$ cat src/rtl/modepos_pkg.sv
package modepos_pkg;
  typedef struct packed {
    logic       clken_n;
    logic       undersc;
    logic [1:0] af_sel;
    logic       up_n;
    logic       dn_n;
    logic       lf_n;
    logic       rt_n;
  } mode_word_t;

  localparam logic [7:0] MODE_IDLE = 8'hCF;
endpackage

$ cat src/rtl/mp_sync.sv
module mp_sync #(
  parameter int W = 1,
  parameter logic [W-1:0] RST = '0
) (
  input  logic         clk,
  input  logic         rst_n,
  input  logic [W-1:0] d,
  output logic [W-1:0] q
);
  logic [W-1:0] s1, s2;

  always_ff @(posedge clk or negedge rst_n) begin
    if (!rst_n) begin
      s1 <= RST;
      s2 <= RST;
    end else begin
      s1 <= d;
      s2 <= s1;
    end
  end

  assign q = s2;
endmodule

$ cat src/rtl/mp_latch.sv
module mp_latch
  import modepos_pkg::*;
(
  input  logic       clk,
  input  logic       rst_n,
  input  logic       strobe_s,
  input  mode_word_t pins_s,
  output mode_word_t mode_eff
);
  mode_word_t hold_q;

  always_ff @(posedge clk or negedge rst_n) begin
    if (!rst_n)        hold_q <= mode_word_t'(MODE_IDLE);
    else if (strobe_s) hold_q <= pins_s;
  end

  assign mode_eff = strobe_s ? pins_s : hold_q;

  // once strobe is low the effective word cannot move
  p_frozen_r3: assert property (@(posedge clk) disable iff (!rst_n)
    !strobe_s |-> (mode_eff == $past(mode_eff)));
endmodule

$ cat src/rtl/mp_axis.sv
module mp_axis #(
  parameter int W = 6
) (
  input  logic                clk,
  input  logic                rst_n,
  input  logic                inc_n,
  input  logic                dec_n,
  output logic signed [W-1:0] off_o
);
  localparam logic signed [W-1:0] MAXV = {1'b0, {(W-1){1'b1}}};
  localparam logic signed [W-1:0] MINV = {1'b1, {(W-1){1'b0}}};
  localparam logic signed [W-1:0] ONE  = 1;

  function automatic logic signed [W-1:0] step_off(
    input logic signed [W-1:0] cur, input logic up, input logic dn);
    if (up && !dn && cur != MAXV) return cur + ONE;
    if (dn && !up && cur != MINV) return cur - ONE;
    return cur;
  endfunction

  logic inc_prev, dec_prev;
  logic inc_evt, dec_evt;
  logic signed [W-1:0] off_q;

  assign inc_evt = inc_prev & ~inc_n;
  assign dec_evt = dec_prev & ~dec_n;

  always_ff @(posedge clk or negedge rst_n) begin
    if (!rst_n) begin
      inc_prev <= 1'b1;
      dec_prev <= 1'b1;
      off_q    <= '0;
    end else begin
      inc_prev <= inc_n;
      dec_prev <= dec_n;
      off_q    <= step_off(off_q, inc_evt, dec_evt);
    end
  end

  assign off_o = off_q;

  // without exactly one press event, the offset holds
  p_step_only_on_press_r5: assert property (@(posedge clk) disable iff (!rst_n)
    !(inc_evt ^ dec_evt) |=> $stable(off_q));
  p_no_wrap_hi_r6: assert property (@(posedge clk) disable iff (!rst_n)
    (off_q == MAXV) |=> (off_q == MAXV || off_q == MAXV - ONE));
  p_no_wrap_lo_r6: assert property (@(posedge clk) disable iff (!rst_n)
    (off_q == MINV) |=> (off_q == MINV || off_q == MINV + ONE));
endmodule

$ cat src/rtl/mp_clksel.sv
module mp_clksel #(
  parameter int NSRC = 4
) (
  input  logic            clk,
  input  logic            rst_n,
  input  logic            clken_n,
  input  logic            pd_s,
  input  logic [NSRC-1:0] src_s,
  output logic            clk_o
);
  localparam int SW = (NSRC > 1) ? $clog2(NSRC) : 1;
  localparam logic [SW-1:0] LAST = SW'(NSRC - 1);
  localparam logic [SW-1:0] ONE  = SW'(1);

  logic          en_prev, armed;
  logic [SW-1:0] sel_req, sel_cur;
  logic          en_evt, old_low, new_low;
  logic          clk_q;

  assign en_evt  = en_prev & ~clken_n;
  assign old_low = ~src_s[sel_cur];
  assign new_low = ~src_s[sel_req];

  always_ff @(posedge clk or negedge rst_n) begin
    if (!rst_n) begin
      en_prev <= 1'b1;
      armed   <= 1'b0;
      sel_req <= '0;
      sel_cur <= '0;
      clk_q   <= 1'b0;
    end else begin
      en_prev <= clken_n;
      if (en_evt) begin
        if (armed) sel_req <= (sel_req == LAST) ? '0 : sel_req + ONE;
        else       armed   <= 1'b1;
      end
      if (sel_cur != sel_req && old_low && new_low) sel_cur <= sel_req;
      clk_q <= ~clken_n & pd_s & src_s[sel_cur];
    end
  end

  assign clk_o = clk_q;

  // power-down forces the output low on the next edge
  p_pd_low_r8: assert property (@(posedge clk) disable iff (!rst_n)
    !pd_s |=> !clk_q);
  // selection moves only across a common low phase
  p_glitchless_r10: assert property (@(posedge clk) disable iff (!rst_n)
    (sel_cur != $past(sel_cur)) |-> $past(old_low && new_low));
endmodule

$ cat src/rtl/modepos_ctrl.sv
module modepos_ctrl
  import modepos_pkg::*;
#(
  parameter int NSRC = 4,
  parameter int OFFW = 6
) (
  input  logic                   clk,
  input  logic                   rst_n,
  input  logic                   strobe_i,
  input  logic                   clken_n_i,
  input  logic                   underscan_i,
  input  logic [1:0]             af_sel_i,
  input  logic                   up_n_i,
  input  logic                   down_n_i,
  input  logic                   left_n_i,
  input  logic                   right_n_i,
  input  logic                   pd_n_i,
  input  logic [NSRC-1:0]        src_clk_i,
  output logic [7:0]             mode_o,
  output logic [1:0]             af_mode_o,
  output logic                   underscan_o,
  output logic signed [OFFW-1:0] hoff_o,
  output logic signed [OFFW-1:0] voff_o,
  output logic                   clk_o
);
  mode_word_t      pins_raw, pins_s, mode_eff;
  logic            strobe_s, pd_s;
  logic [NSRC-1:0] src_s;

  assign pins_raw = '{clken_n: clken_n_i, undersc: underscan_i, af_sel: af_sel_i,
                      up_n: up_n_i, dn_n: down_n_i, lf_n: left_n_i, rt_n: right_n_i};

  mp_sync #(.W(8), .RST(MODE_IDLE)) u_sync_pins (
    .clk(clk), .rst_n(rst_n), .d(pins_raw), .q(pins_s));
  mp_sync #(.W(1), .RST(1'b1)) u_sync_strobe (
    .clk(clk), .rst_n(rst_n), .d(strobe_i), .q(strobe_s));
  mp_sync #(.W(1), .RST(1'b1)) u_sync_pd (
    .clk(clk), .rst_n(rst_n), .d(pd_n_i), .q(pd_s));
  mp_sync #(.W(NSRC), .RST('0)) u_sync_src (
    .clk(clk), .rst_n(rst_n), .d(src_clk_i), .q(src_s));

  mp_latch u_latch (
    .clk(clk), .rst_n(rst_n), .strobe_s(strobe_s), .pins_s(pins_s), .mode_eff(mode_eff));

  mp_axis #(.W(OFFW)) u_haxis (
    .clk(clk), .rst_n(rst_n), .inc_n(mode_eff.rt_n), .dec_n(mode_eff.lf_n), .off_o(hoff_o));
  mp_axis #(.W(OFFW)) u_vaxis (
    .clk(clk), .rst_n(rst_n), .inc_n(mode_eff.dn_n), .dec_n(mode_eff.up_n), .off_o(voff_o));

  mp_clksel #(.NSRC(NSRC)) u_clksel (
    .clk(clk), .rst_n(rst_n), .clken_n(mode_eff.clken_n), .pd_s(pd_s),
    .src_s(src_s), .clk_o(clk_o));

  assign mode_o      = mode_eff;
  assign af_mode_o   = mode_eff.af_sel;
  assign underscan_o = mode_eff.undersc;
endmodule

$ cat config.mk
export PLATFORM = sky130hd
export DESIGN_NAME = modepos_ctrl
export DESIGN_NICKNAME = d
export VERILOG_FILES = /design/src/rtl/modepos_pkg.sv /design/src/rtl/mp_sync.sv /design/src/rtl/mp_latch.sv /design/src/rtl/mp_axis.sv /design/src/rtl/mp_clksel.sv /design/src/rtl/modepos_ctrl.sv
export SDC_FILE = /design/constraint.sdc
export NUM_CORES = 1
export LEC_CHECK = 0
export CORE_MARGIN = 2
export CORE_UTILIZATION = 45
export CTS_BUF_LIST = sky130_fd_sc_hd__clkbuf_16
export DETAILED_ROUTE_END_ITERATION = 7
export GPL_ROUTABILITY_DRIVEN = 0
export PLACE_DENSITY_LB_ADDON = 0.3
export SLEW_MARGIN = 20
export SYNTH_ARGS = -nofsm -noshare
export SYNTH_HDL_FRONTEND = slang
export SYNTH_SLANG_ARGS = --single-unit
$ cat constraint.sdc
create_clock -name clk -period 2.6 [get_ports clk]
set_input_delay 0.39 -clock clk [delete_from_list [all_inputs] [get_ports clk]]
set_output_delay 0.39 -clock clk [all_outputs]
set_load 0.005 [all_outputs]
==> results by group, run 1 <==
Run status
  – Status: complete, no violations

Worst setup path
  – Top delay family on crit path: flip-flops
  – Worst-path fanout max: 15
  – Crit. End Element: output port
  – R2r worst-path depth: 5
  – Buf/Inv on CP: 1
  – CP Cell Sequence: mux2_2 > clkdlybuf4s50_1
  – Worst Path Required: 2.21 ns
  – Worst path depth: 2
  – Largest stage delay, worst path: 0.72 ns
  – CP startpoint kind: flip-flop
  – CP arrival: 1.86 ns
  – Kind of critical path: reg2out
  – Slowest CP cell: dfstp_2

Worst hold path
  – Hold Crit Class: in2async

CTS
  – Worst skew pair latency: 0.28 ns
  – CTS max path bufs: 2
  – Reg clk slew, reported paths: 0.07 ns
  – Hold buffers post-CTS: 0
  – CTS tree: built
  – Clock root buffer master: clkbuf_16
  – Htree depth: 2
  – Inserted Clock Buffers: 5
  – Post-cts sizing count: 0
  – Postcts setup bufs: 0
  – Clock sinks: 54

Finish
  – Ant diodes: 0
  – Layout Utilization: 57.42%
  – P&R area growth vs syn: 24.01%
  – Share of layout cells above drive strength 1: 21.76%
  – Post-route cell area: 0.002895 mm^2
  – # fillers: 419
  – Final net count: about 240

Detailed routing
  – DRC errors left: 0
  – DRT Pass-1 Iters: 4
  – Post-DR wirelength/cell: 13.15 um
  – Drt first-iter violations: 75
  – Total Wirelength: between 3000 and 4000 um
  – Post-route ant nets: 0
  – Total number of vias: around 1500
  – Vias/cell: 5.108

Power
  – Max IR drop VDD: 0.5520 mV
  – Leak pwr: 1.194 nW
  – Power per cell area: 934.9 mW/mm^2

STA
  – Final-report setup violation count: 0
  – Clock Skew: 0.003666 ns
  – Worst slew pin tran: 0.4838 ns
  – RSZ-0062 raised after global routing: no
  – Fin. Hold Viols: 0
  – Setup_tns: 0 ns
  – Post-route minimum period: 2.252 ns
  – Fin crit share: 86.63%
  – Max Slew Vio Count: 0
  – Max Freq: 444.0 MHz
  – Max_slew headroom: 67.69%

Die
  – Row cnt: 26
  – Die width: 76.03 um
  – Top Ports: 40
  – Die area: 0.005781 mm^2
  – Starting density of the core: 46.30%
  – Core footprint: 0.005042 mm^2
  – Chip height: 76.03 um

Placed design
  – PortBufs: 39
  – Post-detail-place hpwl: 2572 um
  – Post-DP Area: 0.002753 mm^2

GRT
  – Gr usage total: 13.94%
  – Initial antenna violation count: 0
  – GR Overflow Total: 0
  – First-pass GRT wire length: 6520 um
  – Vias in the first global route: ~1500
  – Largest net degree at the start of global routing: 55

Synth
  – Syn avg cell area: 13.04 um^2
  – Post-synth EDFFs: 0
  – Synthesized cell area: 0.002335 mm^2
  – Seq/Total Area, Yosys: between 50 and 60%
  – Seq cells post-synth: 54
  – Async SR Flop Fraction: 100.0%
  – Syn_nets: 202
  – Area fraction of the dominant cell type after synthesis: 34.30%
  – Cells after synthesis: 179
  – Synth top area cells: dfrtp_1, dfstp_2, mux2_2
  – Dominant cell type by area after synthesis: dfrtp_1
  – Ys flop type: dfrtp_1
  – Syn. warnings: 0
  – Library cells used by synthesis: a little under 50

Job
  – Max-cap violations: 0
## layout by cell type (no fill, tap or decap), types with 2 or more instances in the layout
master / instances
ha_1: 7
and3b_1: 2
nor2b_1: 5
nand2_1: 8
xnor2_1: 7
nand3_1: 7
a211oi_2: 2
a21oi_1: 3
o211a_1: 2
nor3_1: 2
or2_2: 2
clkdlybuf4s50_1: 38
nand3b_1: 2
clkbuf_16: 5
and3_1: 2
nor2_1: 10
dfstp_2: 22
or3_1: 2
mux2_2: 10
xor2_1: 2
a32oi_1: 2
dfrtp_1: 32
nand2b_1: 4
mux2i_1: 2
mux2_1: 2
inv_1: 7
## cell usage after synthesis (3+ instances only)
cell type,count
nor2b_1,5
ha_1,7
dfrtp_1,32
nand2b_1,4
nand2_1,8
mux2_2,10
inv_1,6
nand3_1,7
dfstp_2,22
nor2_1,10
xnor2_1,7
buf_2,3
buf_4,8
a21oi_1,3
## metal layers
| metal | global-route usage, % | vias to the layer above | share of wire [%] |
|---|---|---|---|
| li1 | - | 701 | - |
| met1 | 17.74 | 715 | 45 |
| met2 | 22.50 | 41 | 47 |
| met3 | 4.028 | 4 | 6.5 |
| met4 | 5.818 | 0 | 1.1 |
| met5 | 0 | - | 0 |
## area by class of cell
class / instances / area, um^2 / share of cell area, %
Timing Repair Buffer: 40 / 405.4 / 14.00
Multi-Input combinational cell: 108 / 858.3 / 29.65
Sequential cell: 54 / 1379 / 47.62
Inverter: 6 / 22.52 / 0.7779
Tap cell: 70 / 87.58 / 3.025
Clock inverter: 3 / 17.52 / 0.6050
Clock buffer: 5 / 125.1 / 4.322
## state kept, by name (all words and copies together) (netlist names), 2 cells and up
name	cells
u_sync_pins.s1	8
u_haxis.off_o	6
u_sync_pins.q	8
u_sync_src.s1	4
u_latch.hold_q	3
u_sync_src.q	4
u_clksel.sel_req	2
u_clksel.sel_cur	2
u_vaxis.off_o	6
## path summary, 6_finish.rpt
| check | start | end | slack, ns |
|---|---|---|---|
| min in group clk | u_sync_src.s1[0] | u_sync_src.q[0] | 0.35 |
| worst max register to register | u_vaxis.off_o[0] | u_vaxis.off_o[2] | 0.73 |
| worst min-delay path | rst_n | u_haxis.off_o[3] | 0.08 |
| worst max-delay path | u_sync_strobe.q | mode_o[6] | 0.35 |
| worst min register to register | u_sync_src.s1[0] | u_sync_src.q[0] | 0.35 |
| max in group asynchronous | rst_n | u_sync_pins.q[2] | 2.22 |
## cells by family after synthesis
logic type / count (synthesis) / share of synthesized area (%)
mux: 16 / 8.735
simple gates: 51 / 11.74
fa+ha+maj: 7 / 3.751
buf+inv: 17 / 4.180
xor+xnor: 9 / 3.376
flops: 54 / 59.06
compound gates: 25 / 9.165
## stage by stage
stage | power, mW | instances | setup slack, ns | hold slack [ns]
3_5_place_dp | 2.093 | 278 | 0.6445 | 0.3347
2_1_floorplan | 1.734 | 179 | 0.9619 | 0.09441
6_report | 2.707 | 286 | 0.3477 | 0.08341
3_3_place_gp | 2.073 | 278 | 0.6417 | 0.3333
4_1_cts | 2.743 | 286 | 0.3219 | 0.09162
5_1_grt | 2.894 | 286 | 0.2678 | 0.1019
## worst reg2reg max path: cells and delay by family (launching register included)
| family | cells | cell delay [ns] |
|---|---|---|
| compound gates | 2 | 0.63 |
| simple gates | 1 | 0.21 |
| xor+xnor | 1 | 0.15 |
| fa+ha+maj | 1 | 0.28 |
| flops | 1 | 0.49 |
## power breakdown
group | switching, mW | internal [mW] | leakage [nW] | total [mW]
sequential | 0.249 | 1.02 | 0.606 | 1.27
combinational | 0.319 | 0.492 | 0.513 | 0.811
clock | 0.273 | 0.355 | 0.0754 | 0.628
total | 0.841 | 1.87 | 1.19 | 2.71
Note: power is estimated with default switching activity, not from simulation.
==> run 2, diff against run 1 <==
--- a/config.mk
+++ b/config.mk
@@ -13,2 +13,3 @@
 export PLACE_DENSITY_LB_ADDON = 0.3
+export REMOVE_ABC_BUFFERS = 1
 export SLEW_MARGIN = 20
==> constraint.sdc (replaced) <==
create_clock -name clk -period 2.6 [get_ports clk]
set_input_delay 0.52 -clock clk [delete_from_list [all_inputs] [get_ports clk]]
set_output_delay 0.52 -clock clk [all_outputs]
set_load 0.005 [all_outputs]
==> run 2 against run 1 <==
  * Wire length grew 6.0%
  * Worst setup slack lost 0.14 ns
  * Cell count is the same
  * Critical endpoint is now mode_o[7]
  * Combinational power grew 1%
==> results by group, run 2 (synthesized netlist as in run 1, its figures left out) <==
Die
  – Die area: 0.005781 mm^2 (unchanged)
  – Top Ports: 40 (unchanged)
  – Starting density of the core: 46.30% (unchanged)
  – Chip height: 76.03 um (unchanged)
  – Die width: 76.03 um (unchanged)
  – Core footprint: 0.005042 mm^2 (unchanged)
  – Row cnt: 26 (unchanged)

Worst setup path
  – Worst Path Required: 2.08 ns (was 2.21 ns)
  – CP Cell Sequence: mux2_2 > clkdlybuf4s50_1 (unchanged)
  – Buf/Inv on CP: 1 (unchanged)
  – Top delay family on crit path: flip-flops (unchanged)
  – CP startpoint kind: flip-flop (unchanged)
  – Largest stage delay, worst path: 0.72 ns (about the same)
  – Kind of critical path: reg2out (unchanged)
  – Slowest CP cell: dfstp_2 (unchanged)
  – CP arrival: 1.87 ns (was 1.86 ns)
  – Worst-path fanout max: 15 (unchanged)
  – Crit. End Element: output port (unchanged)

Finish
  – Fin cells: 286 (unchanged)
  – Ant diodes: 0 (unchanged)
  – Most common cell after layout, fill and taps aside: clkdlybuf4s50_1 (unchanged)
  – Share of layout cells above drive strength 1: 22.22% (was 21.76%)
  – P&R area growth vs syn: 24.49% (was 24.01%)
  – Final net count: 238 (unchanged)
  – # fillers: 394 (was 419)
  – Layout Utilization: 57.64% (was 57.42%)
  – Commonest non-fill, non-tap cells in the layout: clkdlybuf4s50_1, dfrtp_1, dfstp_2 (unchanged)

Detailed routing
  – Vias/cell: 5.220 (was 5.108)
  – DRT Pass-1 Iters: 5 (was 4)
  – DRC errors left: 0 (unchanged)
  – Total Wirelength: 3986 um (was 3761 um)
  – Post-route ant nets: 0 (unchanged)
  – Post-DR wirelength/cell: 13.94 um (was 13.15 um)
  – Total number of vias: 1493 (was 1461)
  – Drt first-iter violations: 61 (was 75)

STA
  – Max Freq: 418.7 MHz (was 444.0 MHz)
  – Clock Skew: 0.005681 ns (was 0.003666 ns)
  – RSZ-0062 raised after global routing: no (unchanged)
  – Post-route minimum period: 2.388 ns (was 2.252 ns)
  – Max_slew headroom: 60.42% (was 67.69%)
  – Fin crit share: 91.85% (was 86.63%)
  – Max Slew Vio Count: 0 (unchanged)
  – Fin. Hold Viols: 0 (unchanged)
  – Setup_tns: 0 ns (unchanged)
  – Worst slew pin tran: 0.5937 ns (was 0.4838 ns)
  – Final-report setup violation count: 0 (unchanged)

CTS
  – Post-cts sizing count: 0 (unchanged)
  – Inserted Clock Buffers: 5 (unchanged)
  – Htree depth: 2 (unchanged)
  – Postcts setup bufs: 0 (unchanged)
  – Worst skew pair latency: 0.29 ns (was 0.28 ns)
  – Hold buffers post-CTS: 0 (unchanged)
  – Reg clk slew, reported paths: 0.07 ns (about the same)
  – Clock sinks: 54 (unchanged)
  – Clock root buffer master: clkbuf_16 (unchanged)
  – CTS tree: built (unchanged)
  – CTS max path bufs: 2 (unchanged)

GRT
  – Initial antenna violation count: 0 (unchanged)
  – Largest net degree at the start of global routing: 30 (was 55)
  – Gr usage total: 15.50% (was 13.94%)
  – Vias in the first global route: 1540 (was 1453)
  – GR Overflow Total: 0 (unchanged)
  – First-pass GRT wire length: 7196 um (was 6520 um)

Power
  – Leak pwr: 1.195 nW (was 1.194 nW)
  – Power per cell area: 949.8 mW/mm^2 (was 934.9 mW/mm^2)
  – Clock network power share: 24.4% (was 23.2%)
  – Switching Fraction: 31.87% (was 31.06%)
  – Reg power frac: 45.9% (was 46.9%)
  – Internal Pwr Total: 1.881 mW (was 1.866 mW)
  – Comb power frac: 29.7% (was 29.9%)
  – Net switching power: 0.8798 mW (was 0.8409 mW)
  – Max IR drop VDD: 0.5823 mV (was 0.5520 mV)

Placed design
  – PortBufs: 39 (unchanged)
  – Post-detail-place hpwl: 2918 um (was 2572 um)
  – Placed Instances: 278 (unchanged)

Run status
  – Status: complete, no violations (unchanged)

Job
  – Max-cap violations: 0 (unchanged)

Worst hold path
  – Hold Crit Class: in2async (unchanged)
## run 2: worst paths after layout
check                                       to        startpoint  cells after the start  slack [ns]
max                                  mode_o[7]   u_sync_strobe.q                      2        0.21
max reg2reg                   u_vaxis.off_o[2]  u_vaxis.off_o[0]                      5        0.79
min in group clk               u_sync_src.q[1]  u_sync_src.s1[1]                      0        0.35
min reg2reg                    u_sync_src.q[1]  u_sync_src.s1[1]                      0        0.35
min                        u_clksel.sel_cur[0]             rst_n                      1        0.22
max in group asynchronous    u_sync_pins.s1[3]             rst_n                      2        1.74
## run 2: cell type report
class / instances / area, um^2 / share of cell area, %
clock inverters: 3 / 28.78 / 0.9901
multi-input cells: 108 / 858.3 / 29.53
clock buffers: 5 / 125.1 / 4.305
flip-flops and latches: 54 / 1379 / 47.44
repair buffers: 40 / 405.4 / 13.95
inverters: 6 / 22.52 / 0.7749
well taps: 70 / 87.58 / 3.013
## run 2: metrics by stage
| stage | worst slack (ns) | hold WS, ns | area [um^2] | power [mW] |
|---|---|---|---|---|
| finish | 0.2119 | 0.2241 | 2907 | 2.761 |
| floorplan | 0.9619 | 0.2244 | 2260 | 1.704 |
| global placement | 0.5415 | 0.3327 | 2753 | 2.069 |
| CTS | 0.1906 | 0.2388 | 2907 | 2.796 |
| global route | 0.1480 | 0.2676 | 2907 | 2.964 |
| detailed placement | 0.5134 | 0.3347 | 2753 | 2.109 |
## run 2: power groups by stage
stage,clock network [mW],registers (mW),logic [mW]
6_report,0.674,1.27,0.820
2_1_floorplan,0,1.23,0.477
3_5_place_dp,0,1.28,0.826
5_1_grt,0.731,1.31,0.922
3_3_place_gp,0,1.27,0.797
4_1_cts,0.698,1.27,0.829
## run 2: metal layers
| layer | vias to the layer above | part of all wire, % | wire (um) | global-route usage, % |
|---|---|---|---|---|
| met2 | 45 | 49 | 1971 | 25.98 |
| met5 | - | 0 | 0 | 0 |
| met3 | 4 | 7.0 | 281 | 5.095 |
| met1 | 742 | 43 | 1708 | 19.22 |
| met4 | 0 | 0.60 | 24 | 4.727 |
| li1 | 702 | - | - | - |
